$ cat config.mk
export PLATFORM = sky130hd
export DESIGN_NAME = cic_core
export DESIGN_NICKNAME = d
export VERILOG_FILES = /design/src/rtl/cic_pkg.sv /design/src/rtl/cic_integ_bank.sv /design/src/rtl/cic_comb_bank.sv /design/src/rtl/cic_rate_ctrl.sv /design/src/rtl/cic_core.sv
export SDC_FILE = /design/constraint.sdc
export NUM_CORES = 2
export LEC_CHECK = 0
export ABC_CLOCK_PERIOD_IN_PS = 92000
export BUFFER_PORTS_ARGS = -buffer_cell sky130_fd_sc_hd__buf_2
export CAP_MARGIN = 30
export CELL_PAD_IN_SITES_DETAIL_PLACEMENT = 1
export CELL_PAD_IN_SITES_GLOBAL_PLACEMENT = 1
export CORE_MARGIN = 2
export CORE_UTILIZATION = 45
export CTS_CLUSTER_DIAMETER = 200
export CTS_CLUSTER_SIZE = 25
export DETAILED_ROUTE_END_ITERATION = 10
export PLACE_DENSITY = 0.85
export SYNTH_ARGS = -nofsm -noshare
export SYNTH_HDL_FRONTEND = slang
export SYNTH_SLANG_ARGS = --single-unit
$ cat constraint.sdc
create_clock -name clk -period 92 [get_ports clk]
set_input_delay 13.8 -clock clk [delete_from_list [all_inputs] [get_ports clk]]
set_output_delay 13.8 -clock clk [all_outputs]
set_load 0.05 [all_outputs]
$ cat src/rtl/cic_pkg.sv
package cic_pkg;

    localparam int CIC_IN_W  = 16;
    localparam int CIC_OUT_W = 16;
    localparam int CIC_N_MAX = 6;
    localparam int CIC_R_MAX = 64;
    localparam int CIC_M_MAX = 2;

    function automatic int ceil_log2(input int v);
        int r;
        r = 0;
        for (int i = 0; i < 31; i++) begin
            if ((32'sd1 <<< i) < v) r = i + 1;
        end
        return r;
    endfunction

    localparam int CIC_NS_W  = $clog2(CIC_N_MAX + 1);
    localparam int CIC_RT_W  = $clog2(CIC_R_MAX + 1);
    localparam int CIC_DL_W  = $clog2(CIC_M_MAX + 1);
    localparam int CIC_GROW  = CIC_N_MAX * ceil_log2(CIC_R_MAX * CIC_M_MAX);
    localparam int CIC_ACC_W = CIC_IN_W + CIC_GROW;
    localparam int CIC_SH_W  = $clog2(CIC_ACC_W + 1);

    typedef enum logic {
        MODE_DECIM  = 1'b0,
        MODE_INTERP = 1'b1
    } cic_mode_e;

    typedef struct packed {
        cic_mode_e             mode;
        logic [CIC_NS_W-1:0]   stages;
        logic [CIC_RT_W-1:0]   rate;
        logic [CIC_DL_W-1:0]   delay;
    } cic_cfg_t;

    typedef struct packed {
        logic in_acc;
        logic integ_en;
        logic integ_zero;
        logic comb_en;
        logic out_en;
    } cic_ctl_t;

    function automatic logic [CIC_SH_W-1:0] out_shift(input cic_cfg_t c);
        int g;
        g = int'(c.stages) * ceil_log2(int'(c.rate) * int'(c.delay));
        if (c.mode == MODE_INTERP) g = g - ceil_log2(int'(c.rate));
        return CIC_SH_W'(g + CIC_IN_W - CIC_OUT_W);
    endfunction

endpackage

$ cat src/rtl/cic_integ_bank.sv
module cic_integ_bank #(
    parameter int ACC_W = 58,
    parameter int N_MAX = 6,
    parameter int NS_W  = 3
) (
    input  logic                    clk,
    input  logic                    rst,
    input  logic                    clr,
    input  logic                    en,
    input  logic [NS_W-1:0]         nst,
    input  logic signed [ACC_W-1:0] din,
    output logic signed [ACC_W-1:0] sum_out,
    output logic signed [ACC_W-1:0] last_q
);
    logic signed [ACC_W-1:0] chain   [N_MAX+1];
    logic signed [ACC_W-1:0] stage_q [N_MAX];

    assign chain[0] = din;

    for (genvar k = 0; k < N_MAX; k++) begin : g_stage
        logic signed [ACC_W-1:0] acc_q;
        assign chain[k+1] = (NS_W'(k) < nst) ? acc_q + chain[k] : chain[k];
        assign stage_q[k] = acc_q;
        always_ff @(posedge clk) begin
            if (rst || clr)  acc_q <= '0;
            else if (en)     acc_q <= chain[k+1];
        end
    end

    assign sum_out = chain[N_MAX];

    always_comb begin
        last_q = stage_q[0];
        for (int k = 0; k < N_MAX; k++) begin
            if (NS_W'(k + 1) == nst) last_q = stage_q[k];
        end
    end
endmodule

$ cat src/rtl/cic_comb_bank.sv
module cic_comb_bank #(
    parameter int ACC_W = 58,
    parameter int N_MAX = 6,
    parameter int M_MAX = 2,
    parameter int NS_W  = 3,
    parameter int DL_W  = 2
) (
    input  logic                    clk,
    input  logic                    rst,
    input  logic                    clr,
    input  logic                    en,
    input  logic [NS_W-1:0]         nst,
    input  logic [DL_W-1:0]         dly,
    input  logic signed [ACC_W-1:0] din,
    output logic signed [ACC_W-1:0] dout
);
    logic signed [ACC_W-1:0] chain [N_MAX+1];

    assign chain[0] = din;

    for (genvar k = 0; k < N_MAX; k++) begin : g_stage
        logic signed [ACC_W-1:0] line_q [M_MAX];
        logic signed [ACC_W-1:0] tap;

        always_comb begin
            tap = line_q[0];
            for (int j = 0; j < M_MAX; j++) begin
                if (DL_W'(j + 1) == dly) tap = line_q[j];
            end
        end

        assign chain[k+1] = (NS_W'(k) < nst) ? chain[k] - tap : chain[k];

        always_ff @(posedge clk) begin
            if (rst || clr) begin
                for (int j = 0; j < M_MAX; j++) line_q[j] <= '0;
            end else if (en) begin
                line_q[0] <= chain[k];
                for (int j = 1; j < M_MAX; j++) line_q[j] <= line_q[j-1];
            end
        end
    end

    assign dout = chain[N_MAX];
endmodule

$ cat src/rtl/cic_rate_ctrl.sv
module cic_rate_ctrl
    import cic_pkg::*;
#(
    parameter int RT_W = CIC_RT_W
) (
    input  logic     clk,
    input  logic     rst,
    input  logic     clr,
    input  cic_cfg_t cfg,
    input  logic     in_valid,
    output logic     in_ready,
    output cic_ctl_t ctl
);
    logic [RT_W-1:0] phase_q;
    logic            fire_q;
    logic            last_ph;
    logic            busy;
    logic            acc;
    logic            advance;
    logic            decim;

    assign decim    = (cfg.mode == MODE_DECIM);
    assign last_ph  = (phase_q == cfg.rate - RT_W'(1));
    assign busy     = (phase_q != '0);
    assign in_ready = !clr && (decim || !busy);
    assign acc      = in_valid && in_ready;
    assign advance  = decim ? acc : (acc || busy);

    always_comb begin
        ctl = '0;
        ctl.in_acc = acc;
        if (decim) begin
            ctl.integ_en = acc;
            ctl.comb_en  = fire_q;
            ctl.out_en   = fire_q;
        end else begin
            ctl.integ_en   = acc || busy;
            ctl.integ_zero = busy;
            ctl.comb_en    = acc;
            ctl.out_en     = acc || busy;
        end
    end

    always_ff @(posedge clk) begin
        if (rst || clr) begin
            phase_q <= '0;
            fire_q  <= 1'b0;
        end else begin
            fire_q <= decim && acc && last_ph;
            if (advance) phase_q <= last_ph ? '0 : phase_q + RT_W'(1);
        end
    end
endmodule

$ cat src/rtl/cic_core.sv
module cic_core
    import cic_pkg::*;
#(
    parameter int IN_W  = CIC_IN_W,
    parameter int OUT_W = CIC_OUT_W,
    parameter int ACC_W = CIC_ACC_W
) (
    input  logic                    clk,
    input  logic                    rst,
    input  logic                    clr,
    input  logic                    cfg_interp,
    input  logic [CIC_NS_W-1:0]     cfg_stages,
    input  logic [CIC_RT_W-1:0]     cfg_rate,
    input  logic [CIC_DL_W-1:0]     cfg_delay,
    input  logic                    in_valid,
    output logic                    in_ready,
    input  logic signed [IN_W-1:0]  in_data,
    output logic                    out_valid,
    output logic signed [OUT_W-1:0] out_data
);
    cic_cfg_t cfg_in;
    cic_cfg_t cfg_q;
    cic_ctl_t ctl;

    logic signed [ACC_W-1:0] x_ext;
    logic signed [ACC_W-1:0] integ_din;
    logic signed [ACC_W-1:0] integ_sum;
    logic signed [ACC_W-1:0] integ_last;
    logic signed [ACC_W-1:0] comb_din;
    logic signed [ACC_W-1:0] comb_out;
    logic signed [ACC_W-1:0] result;
    logic [CIC_SH_W-1:0]     shamt;
    logic                    decim;

    assign cfg_in.mode   = cic_mode_e'(cfg_interp);
    assign cfg_in.stages = cfg_stages;
    assign cfg_in.rate   = cfg_rate;
    assign cfg_in.delay  = cfg_delay;

    // configuration is taken only while the filter state is being wiped
    always_ff @(posedge clk) begin
        if (rst || clr) cfg_q <= cfg_in;
    end

    assign decim = (cfg_q.mode == MODE_DECIM);
    assign x_ext = ACC_W'(in_data);

    cic_rate_ctrl u_rate (
        .clk      (clk),
        .rst      (rst),
        .clr      (clr),
        .cfg      (cfg_q),
        .in_valid (in_valid),
        .in_ready (in_ready),
        .ctl      (ctl)
    );

    // decimation: input -> integrators -> (register) -> combs
    // interpolation: input -> combs -> zero stuffing -> integrators
    assign integ_din = decim ? x_ext : (ctl.integ_zero ? '0 : comb_out);
    assign comb_din  = decim ? integ_last : x_ext;

    cic_integ_bank #(
        .ACC_W (ACC_W),
        .N_MAX (CIC_N_MAX),
        .NS_W  (CIC_NS_W)
    ) u_integ (
        .clk     (clk),
        .rst     (rst),
        .clr     (clr),
        .en      (ctl.integ_en),
        .nst     (cfg_q.stages),
        .din     (integ_din),
        .sum_out (integ_sum),
        .last_q  (integ_last)
    );

    cic_comb_bank #(
        .ACC_W (ACC_W),
        .N_MAX (CIC_N_MAX),
        .M_MAX (CIC_M_MAX),
        .NS_W  (CIC_NS_W),
        .DL_W  (CIC_DL_W)
    ) u_comb (
        .clk  (clk),
        .rst  (rst),
        .clr  (clr),
        .en   (ctl.comb_en),
        .nst  (cfg_q.stages),
        .dly  (cfg_q.delay),
        .din  (comb_din),
        .dout (comb_out)
    );

    assign result = decim ? comb_out : integ_sum;
    assign shamt  = out_shift(cfg_q);

    always_ff @(posedge clk) begin
        if (rst || clr) begin
            out_valid <= 1'b0;
            out_data  <= '0;
        end else begin
            out_valid <= ctl.out_en;
            if (ctl.out_en) out_data <= OUT_W'(result >>> shamt);
        end
    end
endmodule

==> summary.md <==
| Metric | Value |
|---|---|
| Outcome | `finished, final reports clean` |
| Largest area contributor in the synthesized netlist | `edfxtp_1` |
| Yosys top cell area share | `22.30%` |
| Worst-path clk slew | `0.12 ns` |
| # fillers | `25510` |
| Die footprint | `around 220000 um2` |
| Antenna violations before repair | `13` |
| Dpl hpwl | `approximately 300000 um` |
| Crit Path Category | `input pin to flip-flop` |
| Routed wl met2 | `roughly 170000 um` |
| Crit path arrival time | `48.27 ns` |
| Post CTS Setup Buffer Count | `0` |
| CP Max Fanout | `23` |
| Required time worst endpoint | `92.71 ns` |
| Library cells used by synthesis | `~110` |
| Synth cell count leaders | `nor2_1 (1296), nand2_1 (1169), a21oi_1 (1129), o21ai_0 (778), edfxtp_1 (709)` |
| CP startpoint kind | `input pin` |
| Worst path top cell family by delay | `compound AO/OA/AOI/OAI gates` |
| # rows | `about 170` |
| Sequential Area | `about 29000 um2` |
| Routed wl met3 | `between 30000 and 40000 um` |
| Syn nets | `approximately 13000` |
| Top post-synthesis cells by area | `edfxtp_1 (22%), ha_1 (9.1%), dfxtp_1 (7.8%)` |
| Vias | `about 93000` |
| I/O pins | `just over 50` |
| Global-route wire length before repair | `approximately 590000 um` |
| Final wirelength | `slightly below 400000 um` |
| CTS Root Cell | `clkbuf_16` |
| Synth warn | `0` |
| GRT Overall Usage | `between 30% and 40%` |
| Syn Area/Cell | `8.089 um2` |
| CTS Buffer Depth | `3` |
| Largest net degree at the start of global routing | `196` |
| Initial Utilization | `45.14%` |
| Ratio of cells with drive above 1 in the final layout | `a little under 5%` |
| CTS Buf Count | `49` |
| Max-slew violations | `0` |
| Metal-1 WL | `167100 um` |
| WL/cell | `around 27 um` |
| Fin crit period | `around 48 ns` |
| Fin Setup TNS | `0 ns` |
| Crit end category | `flip-flop` |
| Maximum clock frequency | `0.02103 GHz` |
| Cell count after synthesis | `11800` |
| Most used cell, CP | `a21oi_1` |
| I/O Buffers | `50` |
| Starting DRT DRC Count | `a little over 9000` |
| # Max-Cap Violations | `0` |
| Routability cong. | `1.035` |
| Max layer used | `met5` |
| CTS tree | `yes` |
| Delay of the slowest critical-path stage | `0.93 ns` |
| Grt ovf | `0` |
| Number of global-route vias before repair | `94360` |
| Top FF cell, synth | `edfxtp_1` |
| Final instance area | `around 100000 um2` |
| Core ar. | `roughly 210000 um2` |
| Most common cell in the netlist | `nor2_1` |
| PostCTS Resize Cnt | `0` |
| Final count of negative-setup-slack endpoints | `0` |
| Die H | `464.6 um` |
| Bufs and invs on worst path | `10` |
| Clock Latency Late Sink | `0.80 ns` |
| Post-DRT Antenna Nets | `0` |
| Slowest-stage cell, CP | `a2111oi_0` |
| #FFs+latches synth | `around 1100` |
| H-tree levels | `2` |
| Die W | `between 400 and 500 um` |
| DRT Pass-1 Iters | `6` |
| Total Nets Final | `~12000` |
| HP Class | `flip-flop to flip-flop` |
| Tcrit/Tclk final | `between 50% and 60%` |
| Worst-margin pin slew | `about 1.2 ns` |
| Max_slew headroom | `roughly a fifth` |
| DR vias/cell | `6.485` |
| Asr flop ratio synth | `0%` |
| RSZ-0062 raised after global routing | `no` |
| P&R area growth vs syn | `4.960%` |
| EDFF count, synth | `between 700 and 800` |
| Multi-input logic area | `around 63000 um2` |
| Hold Vio Cnt, Final | `0` |
| Worst Skew | `0.06429 ns` |
| Placed inst area | `98640 um2` |
| Sink Count | `about 1100` |
| Sequential-to-total area share from yosys stat | `between 30 and 40%` |
| DRC violations left | `0` |
| Hold bufs inserted after CTS | `0` |
| Cell Area, Synth | `95450 um2` |
[layout by cell type, fill, tap and decap left out, types with 65 or more instances in the layout]
cell type / Yosys / layout
nor2_1: 1296 / 1285
nand2_1: 1169 / 1163
a21oi_1: 1129 / 1126
o21ai_0: 778 / 778
edfxtp_1: 709 / 709
ha_1: 694 / 694
and2_1: 609 / 608
mux2i_1: 552 / 552
inv_1: 458 / 456
xnor2_1: 400 / 398
dfxtp_1: 373 / 373
a21o_1: 327 / 327
nor3_1: 280 / 278
a211oi_1: 226 / 226
xor2_1: 211 / 209
nand3_1: 178 / 178
buf_4: 5 / 158
o21a_1: 141 / 141
a31oi_1: 131 / 131
nand2b_1: 114 / 113
o21bai_1: 97 / 97
o211ai_1: 96 / 96
nor2b_1: 94 / 91
mux2_2: 85 / 85
and3_1: 76 / 76
o31ai_1: 68 / 67
buf_2: 16 / 65
[final timing paths]
check / from / end / slack [ns] / cells after the start
worst max-delay path: in_data[0] / out_data[9]$_SDFFE_PP0P_ / 44.44 / 141
worst min-delay path: out_data[13]$_SDFFE_PP0P_ / out_data[13]$_SDFFE_PP0P_ / 0.48 / 2
worst max register to register: cfg_q[10]$_DFFE_PP_ / out_data[9]$_SDFFE_PP0P_ / 54.22 / 139
worst min register to register: out_data[13]$_SDFFE_PP0P_ / out_data[13]$_SDFFE_PP0P_ / 0.48 / 2
[stage by stage]
stage                     util (%)  cells  setup WS, ns  hold WS [ns]
after floorplan                  -  11800         40.30        0.4457
after global placement       46.56  14220         44.66        0.4447
after detailed placement     46.65  14240         44.28        0.4566
after CTS                    47.28  14300         44.92        0.4786
after global routing         47.37  14320         42.21        0.4991
final                        47.38  14330         44.44        0.4751
[cell families after synthesis]
family / Yosys count / synth area share [%]
buffers and inverters: 1078 / 4.288
DFF: 1082 / 30.13
adders and majority gates: 723 / 9.562
AOI/OAI and AO/OA: 3550 / 23.44
xor gates and xnor gates: 614 / 5.664
and+or+nand+nor: 4113 / 20.09
muxes: 640 / 6.829
[cell type report]
cell class	instances	area share, %
clock inverter	4	0.05995
antenna	8	0.01998
sequential	1082	28.70
tap	2821	3.523
clock buffer	57	1.275
inverter	465	1.755
multi-input combinational	9640	62.73
timing repair buffer	249	1.930
[layer usage]
| metal | vias to the layer above | GRT usage [%] |
|---|---|---|
| met5 | - | 0 |
| li1 | 41880 | - |
| met1 | 46360 | 47.05 |
| met2 | 3842 | 54.97 |
| met4 | 8 | 16.49 |
| met3 | 815 | 6.245 |
[tightest hold or removal path, cell delays in order (launching register included)]
cell	delay, ns
dfxtp_1	0.33
nand2_1	0.05
o31ai_1	0.06
[registers in the layout (all words and copies together), names as in the netlist]
register,cells
cfg_q,13
out_valid,1
u_integ.g_stage.acc_q,348
u_rate.phase_q,7
out_data,16
u_comb.g_stage.line_q,696
u_rate.fire_q,1
Power is not shown: default switching activity piles up to over one toggle a cycle in this logic, so the estimate is an artifact.
